`config.mk`:
```
export PLATFORM = sky130hd
export DESIGN_NAME = gpio_dual_view
export DESIGN_NICKNAME = d
export VERILOG_FILES = /design/src/rtl/gpio_dv_pkg.sv /design/src/rtl/gpio_dv_sync.sv /design/src/rtl/gpio_dv_ctrl.sv /design/src/rtl/gpio_dv_datapath.sv /design/src/rtl/gpio_dual_view.sv
export SDC_FILE = /design/constraint.sdc
export NUM_CORES = 1
export LEC_CHECK = 0
export BUFFER_PORTS_ARGS = -buffer_cell sky130_fd_sc_hd__buf_2
export CORE_ASPECT_RATIO = 0.5
export CORE_MARGIN = 5
export CORE_UTILIZATION = 50
export CTS_BUF_LIST = sky130_fd_sc_hd__clkbuf_4 sky130_fd_sc_hd__clkbuf_8 sky130_fd_sc_hd__clkbuf_16
export CTS_CLUSTER_DIAMETER = 30
export CTS_CLUSTER_SIZE = 10
export DETAILED_ROUTE_END_ITERATION = 8
export PLACE_DENSITY = 0.68
export RECOVER_POWER = 25
export SYNTH_ARGS = -nofsm -noshare
export SYNTH_HDL_FRONTEND = slang
export SYNTH_SLANG_ARGS = --single-unit
export TNS_END_PERCENT = 30
```
`constraint.sdc`:
```
create_clock -name clk -period 1.9 [get_ports clk]
set_input_delay 0.095 -clock clk [delete_from_list [all_inputs] [get_ports clk]]
set_output_delay 0.095 -clock clk [all_outputs]
set_load 0.02 [all_outputs]
```
`src/rtl/gpio_dv_pkg.sv`:
```
package gpio_dv_pkg;
  localparam int IDX_W = 4;
  localparam int NVIEW = 2;

  typedef enum logic [2:0] {
    SLOT_OUT    = 3'd0,
    SLOT_DIR    = 3'd1,
    SLOT_IN     = 3'd2,
    SLOT_POL    = 3'd3,
    SLOT_FLAG   = 3'd4,
    SLOT_MASK   = 3'd5,
    SLOT_MIRROR = 3'd6,
    SLOT_SPEC   = 3'd7
  } slotE;

  // strobes from control to datapath, one bit per view where per-view
  typedef struct packed {
    logic [NVIEW-1:0] wrOut;
    logic [NVIEW-1:0] wrDir;
    logic [NVIEW-1:0] wrPol;
    logic [NVIEW-1:0] wrClr;
    logic [NVIEW-1:0] wrMask;
    logic             wrEnable;
    logic             wrOwner;
    logic             rdAllowed;
  } strobeT;
endpackage

```
`src/rtl/gpio_dv_sync.sv`:
```
module gpio_dv_sync #(
  parameter int WIDTH  = 32,
  parameter int STAGES = 2
) (
  input  logic             clk,
  input  logic             rstN,
  input  logic [WIDTH-1:0] asyncIn,
  output logic [WIDTH-1:0] syncOut
);
  logic [WIDTH-1:0] stageQ [STAGES];

  generate
    for (genvar s = 0; s < STAGES; s++) begin : g_stage
      if (s == 0) begin : g_first
        always_ff @(posedge clk) begin
          if (!rstN) stageQ[0] <= '0;
          else       stageQ[0] <= asyncIn;
        end
      end else begin : g_next
        always_ff @(posedge clk) begin
          if (!rstN) stageQ[s] <= '0;
          else       stageQ[s] <= stageQ[s-1];
        end
      end
    end
  endgenerate

  assign syncOut = stageQ[STAGES-1];
endmodule

```
`src/rtl/gpio_dv_ctrl.sv`:
```
module gpio_dv_ctrl
  import gpio_dv_pkg::*;
(
  input  logic             clk,
  input  logic             rstN,
  input  logic             permit,
  input  logic             busSel,
  input  logic             busWrite,
  input  logic [IDX_W-1:0] busAddr,
  output strobeT           strb
);
  logic privTarget;
  logic accessOk;
  logic wrGo;
  logic view;
  slotE slot;

  assign view       = busAddr[IDX_W-1];
  assign slot       = slotE'(busAddr[2:0]);
  assign privTarget = view | (slot == SLOT_SPEC);
  assign accessOk   = ~privTarget | permit;
  assign wrGo       = busSel & busWrite & accessOk;

  always_comb begin
    strb = '0;
    for (int v = 0; v < NVIEW; v++) begin
      if (wrGo && (view == v[0])) begin
        strb.wrOut[v]  = (slot == SLOT_OUT);
        strb.wrDir[v]  = (slot == SLOT_DIR);
        strb.wrPol[v]  = (slot == SLOT_POL);
        strb.wrClr[v]  = (slot == SLOT_FLAG);
        strb.wrMask[v] = (slot == SLOT_MASK);
      end
    end
    strb.wrEnable  = wrGo & ~view & (slot == SLOT_SPEC);
    strb.wrOwner   = wrGo &  view & (slot == SLOT_SPEC);
    strb.rdAllowed = accessOk;
  end

  // no privileged write strobe leaves control while permission is low
  assert_no_priv_write_R3: assert property (@(posedge clk) disable iff (!rstN)
    !permit |-> !(strb.wrOwner | strb.wrEnable | strb.wrOut[1] | strb.wrDir[1] |
                  strb.wrPol[1] | strb.wrClr[1] | strb.wrMask[1]));

  // at most one register is written per access
  assert_one_target_R1: assert property (@(posedge clk) disable iff (!rstN)
    $countones({strb.wrOut, strb.wrDir, strb.wrPol, strb.wrClr, strb.wrMask,
                strb.wrEnable, strb.wrOwner}) <= 1);
endmodule

```
`src/rtl/gpio_dv_datapath.sv`:
```
module gpio_dv_datapath
  import gpio_dv_pkg::*;
#(
  parameter int LINES = 32
) (
  input  logic             clk,
  input  logic             rstN,
  input  strobeT           strb,
  input  logic [IDX_W-1:0] busAddr,
  input  logic [LINES-1:0] busWdata,
  input  logic [LINES-1:0] syncIn,
  output logic [LINES-1:0] rdData,
  output logic [LINES-1:0] pinOut,
  output logic [LINES-1:0] pinOe,
  output logic [NVIEW-1:0] irq
);
  logic [LINES-1:0] ownerQ, enableQ;
  logic [LINES-1:0] outQ  [NVIEW];
  logic [LINES-1:0] dirQ  [NVIEW];
  logic [LINES-1:0] polQ  [NVIEW];
  logic [LINES-1:0] flagQ [NVIEW];
  logic [LINES-1:0] maskQ [NVIEW];

  logic [LINES-1:0] ownMask  [NVIEW];
  logic [LINES-1:0] outNext  [NVIEW];
  logic [LINES-1:0] dirNext  [NVIEW];
  logic [LINES-1:0] polNext  [NVIEW];
  logic [LINES-1:0] flagNext [NVIEW];
  logic [LINES-1:0] maskNext [NVIEW];
  logic [LINES-1:0] clrBits  [NVIEW];
  logic [LINES-1:0] hitBits  [NVIEW];

  generate
    for (genvar v = 0; v < NVIEW; v++) begin : g_view
      // view 0 owns the lines whose owner bit is 1
      if (v == 0) begin : g_gen
        assign ownMask[v] = ownerQ;
      end else begin : g_priv
        assign ownMask[v] = ~ownerQ;
      end
      assign irq[v] = |(flagQ[v] & maskQ[v] & ownMask[v]);
    end
  endgenerate

  always_comb begin
    for (int v = 0; v < NVIEW; v++) begin
      outNext[v]  = strb.wrOut[v]  ? ((outQ[v]  & ~ownMask[v]) | (busWdata & ownMask[v])) : outQ[v];
      dirNext[v]  = strb.wrDir[v]  ? ((dirQ[v]  & ~ownMask[v]) | (busWdata & ownMask[v])) : dirQ[v];
      maskNext[v] = strb.wrMask[v] ? ((maskQ[v] & ~ownMask[v]) | (busWdata & ownMask[v])) : maskQ[v];
      polNext[v]  = strb.wrPol[v]  ? busWdata : polQ[v];
      hitBits[v]  = ownMask[v] & ~(syncIn ^ polQ[v]);
      clrBits[v]  = strb.wrClr[v]  ? busWdata : '0;
      flagNext[v] = (flagQ[v] | hitBits[v]) & ~clrBits[v] & ownMask[v];
    end
  end

  always_ff @(posedge clk) begin
    if (!rstN) begin
      ownerQ  <= '0;
      enableQ <= '0;
      for (int v = 0; v < NVIEW; v++) begin
        outQ[v]  <= '0;
        dirQ[v]  <= '0;
        polQ[v]  <= '0;
        flagQ[v] <= '0;
        maskQ[v] <= '0;
      end
    end else begin
      if (strb.wrOwner)  ownerQ  <= busWdata;
      if (strb.wrEnable) enableQ <= busWdata;
      for (int v = 0; v < NVIEW; v++) begin
        outQ[v]  <= outNext[v];
        dirQ[v]  <= dirNext[v];
        polQ[v]  <= polNext[v];
        flagQ[v] <= flagNext[v];
        maskQ[v] <= maskNext[v];
      end
    end
  end

  // read mux
  logic rdView;
  slotE rdSlot;
  assign rdView = busAddr[IDX_W-1];
  assign rdSlot = slotE'(busAddr[2:0]);

  always_comb begin
    rdData = '0;
    if (strb.rdAllowed) begin
      unique case (rdSlot)
        SLOT_OUT:    rdData = outQ[rdView]  & ownMask[rdView];
        SLOT_DIR:    rdData = dirQ[rdView]  & ownMask[rdView];
        SLOT_IN:     rdData = syncIn;
        SLOT_POL:    rdData = polQ[rdView];
        SLOT_FLAG:   rdData = flagQ[rdView] & ownMask[rdView];
        SLOT_MASK:   rdData = maskQ[rdView] & ownMask[rdView];
        SLOT_MIRROR: rdData = syncIn;
        SLOT_SPEC:   rdData = rdView ? ownerQ : enableQ;
        default:     rdData = '0;
      endcase
    end
  end

  assign pinOut = (outQ[0] & ownerQ) | (outQ[1] & ~ownerQ);
  assign pinOe  = (dirQ[0] & ownerQ) | (dirQ[1] & ~ownerQ);

  // a newly risen flag bit belonged to that view on the previous cycle
  assert_flag_owned_gen_R4: assert property (@(posedge clk) disable iff (!rstN)
    (flagQ[0] & ~$past(flagQ[0]) & ~$past(ownerQ)) == '0);
  assert_flag_owned_priv_R4: assert property (@(posedge clk) disable iff (!rstN)
    (flagQ[1] & ~$past(flagQ[1]) & $past(ownerQ)) == '0);

  // a flag only rises where level matched polarity on the previous cycle
  assert_flag_level_gen_R6: assert property (@(posedge clk) disable iff (!rstN)
    (flagQ[0] & ~$past(flagQ[0]) & ($past(syncIn) ^ $past(polQ[0]))) == '0);
  assert_flag_level_priv_R6: assert property (@(posedge clk) disable iff (!rstN)
    (flagQ[1] & ~$past(flagQ[1]) & ($past(syncIn) ^ $past(polQ[1]))) == '0);

  // bits written with one are clear on the next cycle
  assert_flag_clear_R7: assert property (@(posedge clk) disable iff (!rstN)
    ((flagQ[0] & $past(clrBits[0])) | (flagQ[1] & $past(clrBits[1]))) == '0);

  // a request needs a masked flag on an owned line
  assert_irq_source_R8: assert property (@(posedge clk) disable iff (!rstN)
    irq[0] |-> ((flagQ[0] & maskQ[0] & ownerQ) != '0));
endmodule

```
`src/rtl/gpio_dual_view.sv`:
```
module gpio_dual_view
  import gpio_dv_pkg::*;
#(
  parameter int LINES = 32,
  parameter int SYNC_STAGES = 2
) (
  input  logic             clk,
  input  logic             rstN,
  input  logic             permit,
  input  logic             busSel,
  input  logic             busWrite,
  input  logic [IDX_W-1:0] busAddr,
  input  logic [LINES-1:0] busWdata,
  output logic [LINES-1:0] busRdata,
  input  logic [LINES-1:0] pinIn,
  output logic [LINES-1:0] pinOut,
  output logic [LINES-1:0] pinOe,
  output logic             irqGen,
  output logic             irqPriv
);
  strobeT           strb;
  logic [LINES-1:0] syncIn;
  logic [NVIEW-1:0] irq;

  gpio_dv_sync #(.WIDTH(LINES), .STAGES(SYNC_STAGES)) sync_i (
    .clk(clk), .rstN(rstN), .asyncIn(pinIn), .syncOut(syncIn)
  );

  gpio_dv_ctrl ctrl_i (
    .clk(clk), .rstN(rstN), .permit(permit), .busSel(busSel),
    .busWrite(busWrite), .busAddr(busAddr), .strb(strb)
  );

  gpio_dv_datapath #(.LINES(LINES)) dp_i (
    .clk(clk), .rstN(rstN), .strb(strb), .busAddr(busAddr),
    .busWdata(busWdata), .syncIn(syncIn), .rdData(busRdata),
    .pinOut(pinOut), .pinOe(pinOe), .irq(irq)
  );

  assign irqGen  = irq[0];
  assign irqPriv = irq[1];

  // privileged reads give zero without permission
  assert_priv_read_zero_R3: assert property (@(posedge clk) disable iff (!rstN)
    (!permit && (busAddr[IDX_W-1] || busAddr[2:0] == 3'd7)) |-> (busRdata == '0));
endmodule

```
==> results.toml, run 1 <==
[grt]
grt_pass1_vias = 20500
grt_start_max_net_pins = 63
grt-ovfl-total = 0
grt.total_usage = 0.304
grt_antenna_before_repair = 2
grt_pass1_wl_mm = 123

[finish]
multi_input_area_sq_mm = 0.0135
design_area_sq_mm = 0.0301
regArea_sq_mm = 0.00903
final_cells = 3481
nets = 2871
nFillCells = 3503
syn_to_final_growth_pct = 29.2
antenna_cells = 0
fin_util = 0.659
drive_above_1_share = 0.295

[yosys]
ys_types = 47
ys_top_cells_by_area = "dfxtp_1 (39%), mux2i_1 (11%), nor2b_1 (6.3%), mux4_2 (5.4%), nand2_1 (5.0%)"
synthTopCellsByCount = "dfxtp_1 (448), nand2_1 (313), mux2i_1 (256)"
synth-seq-area-share = 0.385
yosys.cell_count.top_type = "dfxtp_1"
synth_area_sq_mm = 0.0233
synth-seq-cells = 448
syn_nets = 2566
synth_top_area_cell = "dfxtp_1"
syn_area_per_cell_sq_um = 9.34
synth-main-ff-cell = "dfxtp_1"
synth-edff-count = 0
synth_top_area_share = 0.385
async_reset_ff_frac = 0
synth_cells = 2493
yosys_warnings = 0

[detailed_routing]
via_per_inst = 6.10
first_iter_violations = 2408
ant_nets = 0
num_vias = 21200
drcViolationCount = 0
wl_per_cell_um = 23.5
finalWirelength_mm = 81.7
dr.pass1.iters = 6

[outcome]
status = "finished, violations left"
violations = "negative setup slack"

[critical_path]
critPathTopFamily = "simple AND/OR/NAND/NOR gates"
start_kind = "flop"
cp_slowest_cell = "or4_4"
critPathLaunch = "dp_i.flagQ[0][16]$_SDFF_PN0_"
cp-end-kind = "output pin"
rr_worst_depth = 7
r2r_slack_ns = 0.33
crit_path_max_incr_delay_ns = 0.55
r2r-start = "dp_i.ownerQ[6]$_SDFFE_PN0P_"
path_buf_inv = 1
crit_chain = "and3_1 > a31oi_1 > nand3_1 > or4_4 > buf_6"
crit_required_ns = 1.80
crit_end = "irqGen"
worstPathMaxFanout = 3
crit_cells = 5
cp.arrival_ns = 2.36
crit_type = "reg2out"

[timing]
setup_viol = 89
worstMarginPinSlew_ns = 1.26
post-route-min-period_ns = 2.46
max_freq_mhz = 407
finalWorstSetupSlack_ns = -0.558
finalMaxSlewViolations = 0
max_slew_margin = 0.158
fin_crit_sh = 1.29
rsz0062_at_grt = "yes"
fin_skew_ns = 0.0112
finalHoldViolCount = 0

[die]
fp.dieW_um = 315
die_area_sq_mm = 0.0513
initial_core_util = 0.510
std_cell_rows = 55
die_h_um = 163
core-area_sq_mm = 0.0456
ios = 171

[clocking]
clkTransAtPathRegs_ns = 0.05
htree_levels = 3
clockBufferDepth = 3
cts_tree = "built"
clock_latency_ns = 0.59
clock-root-buffer = "clkbuf_16"
clkSinkCount = 448
numCtsBuffers = 74

[power_and_ir_drop]
finalPower_mw = 25.9
peakVddDrop_v = 0.000659
p_leak_nw = 11.4
power_density_mw_per_mm2 = 861

[worst_hold_path]
hold_class = "in2reg"

[placement]
placed_cells = 3195
dpl-instance-area_sq_mm = 0.0255
portBuffers = 170
hpwl_mm = 49.6
dp_slack_ns = -0.0722
gp_congestion = 0.883

[job]
drv_cap = 0
[cells by family after synthesis]
kind of cell	Yosys count	synth area share
AO/OA/AOI/OAI	442	0.124
XOR/XNOR	64	0.0241
buffers and inverters	259	0.0515
flip-flops	448	0.385
multiplexers	392	0.203
AND/OR/NAND/NOR	888	0.213
[how the worst min path moves through the flow]
stage               from                               to  slack [ns]  depth (start not counted)
6_report          busSel    dp_i.polQ[0][22]$_SDFFE_PN0P_        0.20                          6
4_1_cts           busSel    dp_i.polQ[0][27]$_SDFFE_PN0P_        0.17                          6
3_3_place_gp   pinIn[22]  sync_i.stageQ[0][22]$_SDFF_PN0_        0.30                          2
3_5_place_dp   pinIn[22]  sync_i.stageQ[0][22]$_SDFF_PN0_        0.30                          2
5_1_grt           busSel    dp_i.polQ[0][25]$_SDFFE_PN0P_        0.21                          6
2_1_floorplan   pinIn[6]   sync_i.stageQ[0][6]$_SDFF_PN0_        0.22                          1
[where the power goes]
| group | switching (mW) | internal [mW] |
|---|---|---|
| registers | 0.116 | 9.53 |
| clock network | 5.03 | 9.17 |
| logic | 1.23 | 0.840 |
| total | 6.37 | 19.5 |
[worst register-to-register path, delay by kind of cell, from the launching register on]
kind                   cells  cell delay [ns]
AND/OR/NAND/NOR            2             0.37
multiplexers               1             0.25
flip-flops                 1             0.32
buffers and inverters      4             0.51
[cells in the final DEF (no fill, tap or decap), drive strengths merged, types with 80 or more instances in the layout]
master,n
a21boi,128
a21oi,89
buf,414
clkbuf,94
dfxtp,448
mux2,80
mux2i,256
nand2,314
nand3,119
nor2b,234
nor4,100
o21ai,98
[timing repair]
item                       4_1_cts  5_1_grt
setup endpoints to repair       48       51
resized for setup              132       71
cloned                           0        2
hold buffers                    66        0
pin swaps                       27       18
hold endpoints to repair       417        0
buffers inserted                38       49
[metal layers]
metal  share of wire  vias to the layer above  global-route usage
met2            0.45                     1242               0.485
met5         0.00016                        -                   0
met4           0.033                        2               0.107
met1            0.42                    10300               0.419
li1                -                     9441                   -
met3           0.096                      206              0.0525
[cell type report]
| class | instances | area share |
|---|---|---|
| multi-input combinational | 1786 | 0.447 |
| sequential | 448 | 0.300 |
| timing repair buffer | 484 | 0.139 |
| clock buffer | 90 | 0.0674 |
| tap | 627 | 0.0261 |
| clock inverter | 42 | 0.0196 |
| inverter | 4 | 0.000582 |
[stage by stage]
step | TNS, ns | hold slack, ns
floorplan | 0 | 0.217
global placement | -0.0932 | 0.300
detailed placement | -0.105 | 0.304
CTS | -7.49 | 0.175
finish | -11.90 | 0.200
global route | -25.61 | 0.214
(Power assumes the default switching activity.)
==> run 2, diff against run 1 <==
CORE_UTILIZATION = 61   (was 50)
PLACE_DENSITY = 0.81   (was 0.68)
==> results.toml, run 2 (synthesized netlist as in run 1, its figures left out) <==
[outcome]
status = "finished, violations left"
violations = "negative setup slack"

[critical_path]
crit_path_max_incr_delay_ns = 0.60
cp_slowest_cell = "or4_4"
cp-end-kind = "output pin"
path_buf_inv = 1
cpMostUsedCell = "or4_4"
worstPathMaxFanout = 2
crit_chain = "nand3_1 > nand4_1 > or4_4 > or4_4 > buf_6"
critPathTopFamily = "simple AND/OR/NAND/NOR gates"
crit_required_ns = 1.80
crit_type = "reg2out"
cp.arrival_ns = 2.41
start_kind = "flop"

[clocking]
htree_levels = 2
clkTransAtPathRegs_ns = 0.06
clockBufferDepth = 3
clock_latency_ns = 0.61
numCtsBuffers = 60
clock-root-buffer = "clkbuf_16"
cts_tree = "built"
clkSinkCount = 448

[power_and_ir_drop]
switching_share = 0.244
power_frac_seq = 0.407
pwr-share-clk = 0.504
power_frac_comb = 0.089
p_switching_mw = 5.77
p_leak_nw = 11.2
internal-power_mw = 17.9
finalPower_mw = 23.7
power_density_mw_per_mm2 = 807
peakVddDrop_v = 0.000720

[grt]
grt_pass1_wl_mm = 127
grt_pass1_vias = 22600
busiest_layer = "met2"
grt-ovfl-total = 0
gr-usage-met1 = 0.463
grt.total_usage = 0.376
use_met2 = 0.587
grt_antenna_before_repair = 4
met3_usage = 0.123
grt_start_max_net_pins = 79

[worst_hold_path]
hold_class = "in2reg"

[timing]
setup_viol = 94
rsz0062_at_grt = "yes"
finalWorstSetupSlack_ns = -0.608
finalMaxSlewViolations = 0
max_freq_mhz = 399
finalHoldViolCount = 0
setup_tns_ns = -10.07
fin_crit_sh = 1.32
max_slew_margin = 0.0517
post-route-min-period_ns = 2.51
hold_slack_ns = 0.187
fin_skew_ns = 0.0157
worstMarginPinSlew_ns = 1.42

[detailed_routing]
first_iter_violations = 3851
via_per_inst = 6.83
drcViolationCount = 0
ant_nets = 0
finalWirelength_mm = 86.7
dr.pass1.iters = 6
num_vias = 22600
wl_per_cell_um = 26.2

[finish]
nFillCells = 2072
syn_to_final_growth_pct = 26.0
antenna_cells = 0
design_area_sq_mm = 0.0293
layout_common_cells = "dfxtp_1 (410), nand2_1 (304), mux2i_1 (255), nor2b_1 (229), buf_4 (169)"
nets = 2857
final_common_cell = "dfxtp_1"
drive_above_1_share = 0.283

[die]
die_area_sq_mm = 0.0424
ios = 171
die_h_um = 148
fp.dieW_um = 286
std_cell_rows = 50
core-area_sq_mm = 0.0375
initial_core_util = 0.620

[placement]
portBuffers = 170
hpwl_mm = 47.9
dpl-instance-area_sq_mm = 0.0253
gp_congestion = 0.907

[job]
drv_cap = 0
[run 2: worst min-delay path, cell delays in order]
cell      delay (ns)
buf_2           0.14
nand2_1         0.13
nor3_4          0.06
buf_12          0.18
nand2_1         0.08
a21boi_1        0.05
[run 2: final cells by class]
type / instances / area, sq um / share of cell area
Clock buffer: 76 / 1700 / 0.0578
Clock inverter: 17 / 353 / 0.0120
Inverter: 4 / 17.5 / 0.000597
Multi-Input combinational cell: 1786 / 13500 / 0.459
Sequential cell: 448 / 9040 / 0.308
Tap cell: 494 / 618 / 0.0211
Timing Repair Buffer: 484 / 4170 / 0.142
[run 2: path summary, 6_finish.rpt]
check                                                    start                             end  slack [ns]  depth (start not counted)
worst max-delay path               dp_i.flagQ[0][0]$_SDFF_PN0_                          irqGen       -0.61                          5
worst min-delay path                                    busSel   dp_i.polQ[0][22]$_SDFFE_PN0P_        0.19                          6
worst max register to register    dp_i.ownerQ[24]$_SDFFE_PN0P_                            flop        0.14                          7
worst min register to register  sync_i.stageQ[0][2]$_SDFF_PN0_  sync_i.stageQ[1][2]$_SDFF_PN0_        0.43                          1
[run 2: through the flow]
step / worst slack [ns] / utilization / instances
6_report: -0.608 / 0.782 / 3309
5_1_grt: -0.625 / 0.782 / 3309
4_1_cts: -0.621 / 0.770 / 3278
3_5_place_dp: -0.164 / 0.675 / 3058
3_3_place_gp: -0.160 / 0.675 / 3058
2_1_floorplan: 0.245 / - / 2493
[run 2: repair_timing]
| action | CTS | global route |
|---|---|---|
| endpoints found under the hold margin | 420 | 0 |
| buffers inserted | 57 | 32 |
| resized for setup | 124 | 91 |
| cloned | 0 | 1 |
| setup endpoints to repair | 46 | 53 |
| hold buffers | 71 | 0 |
| pin swaps | 17 | 25 |
[run 2: power groups by stage]
stage	combinational [mW]	sequential, mW	clock [mW]
global placement	1.80	9.83	0
floorplan	1.13	9.80	0
CTS	1.98	9.63	11.8
finish	2.12	9.64	11.9
global route	2.18	9.64	12.3
detailed placement	1.82	9.83	0
[run 2: metal layers]
| metal | wire (um) | up-vias |
|---|---|---|
| li1 | - | 9379 |
| met1 | 30100 | 10600 |
| met2 | 37500 | 1966 |
| met3 | 12700 | 636 |
| met4 | 6210 | 8 |
| met5 | 69 | - |
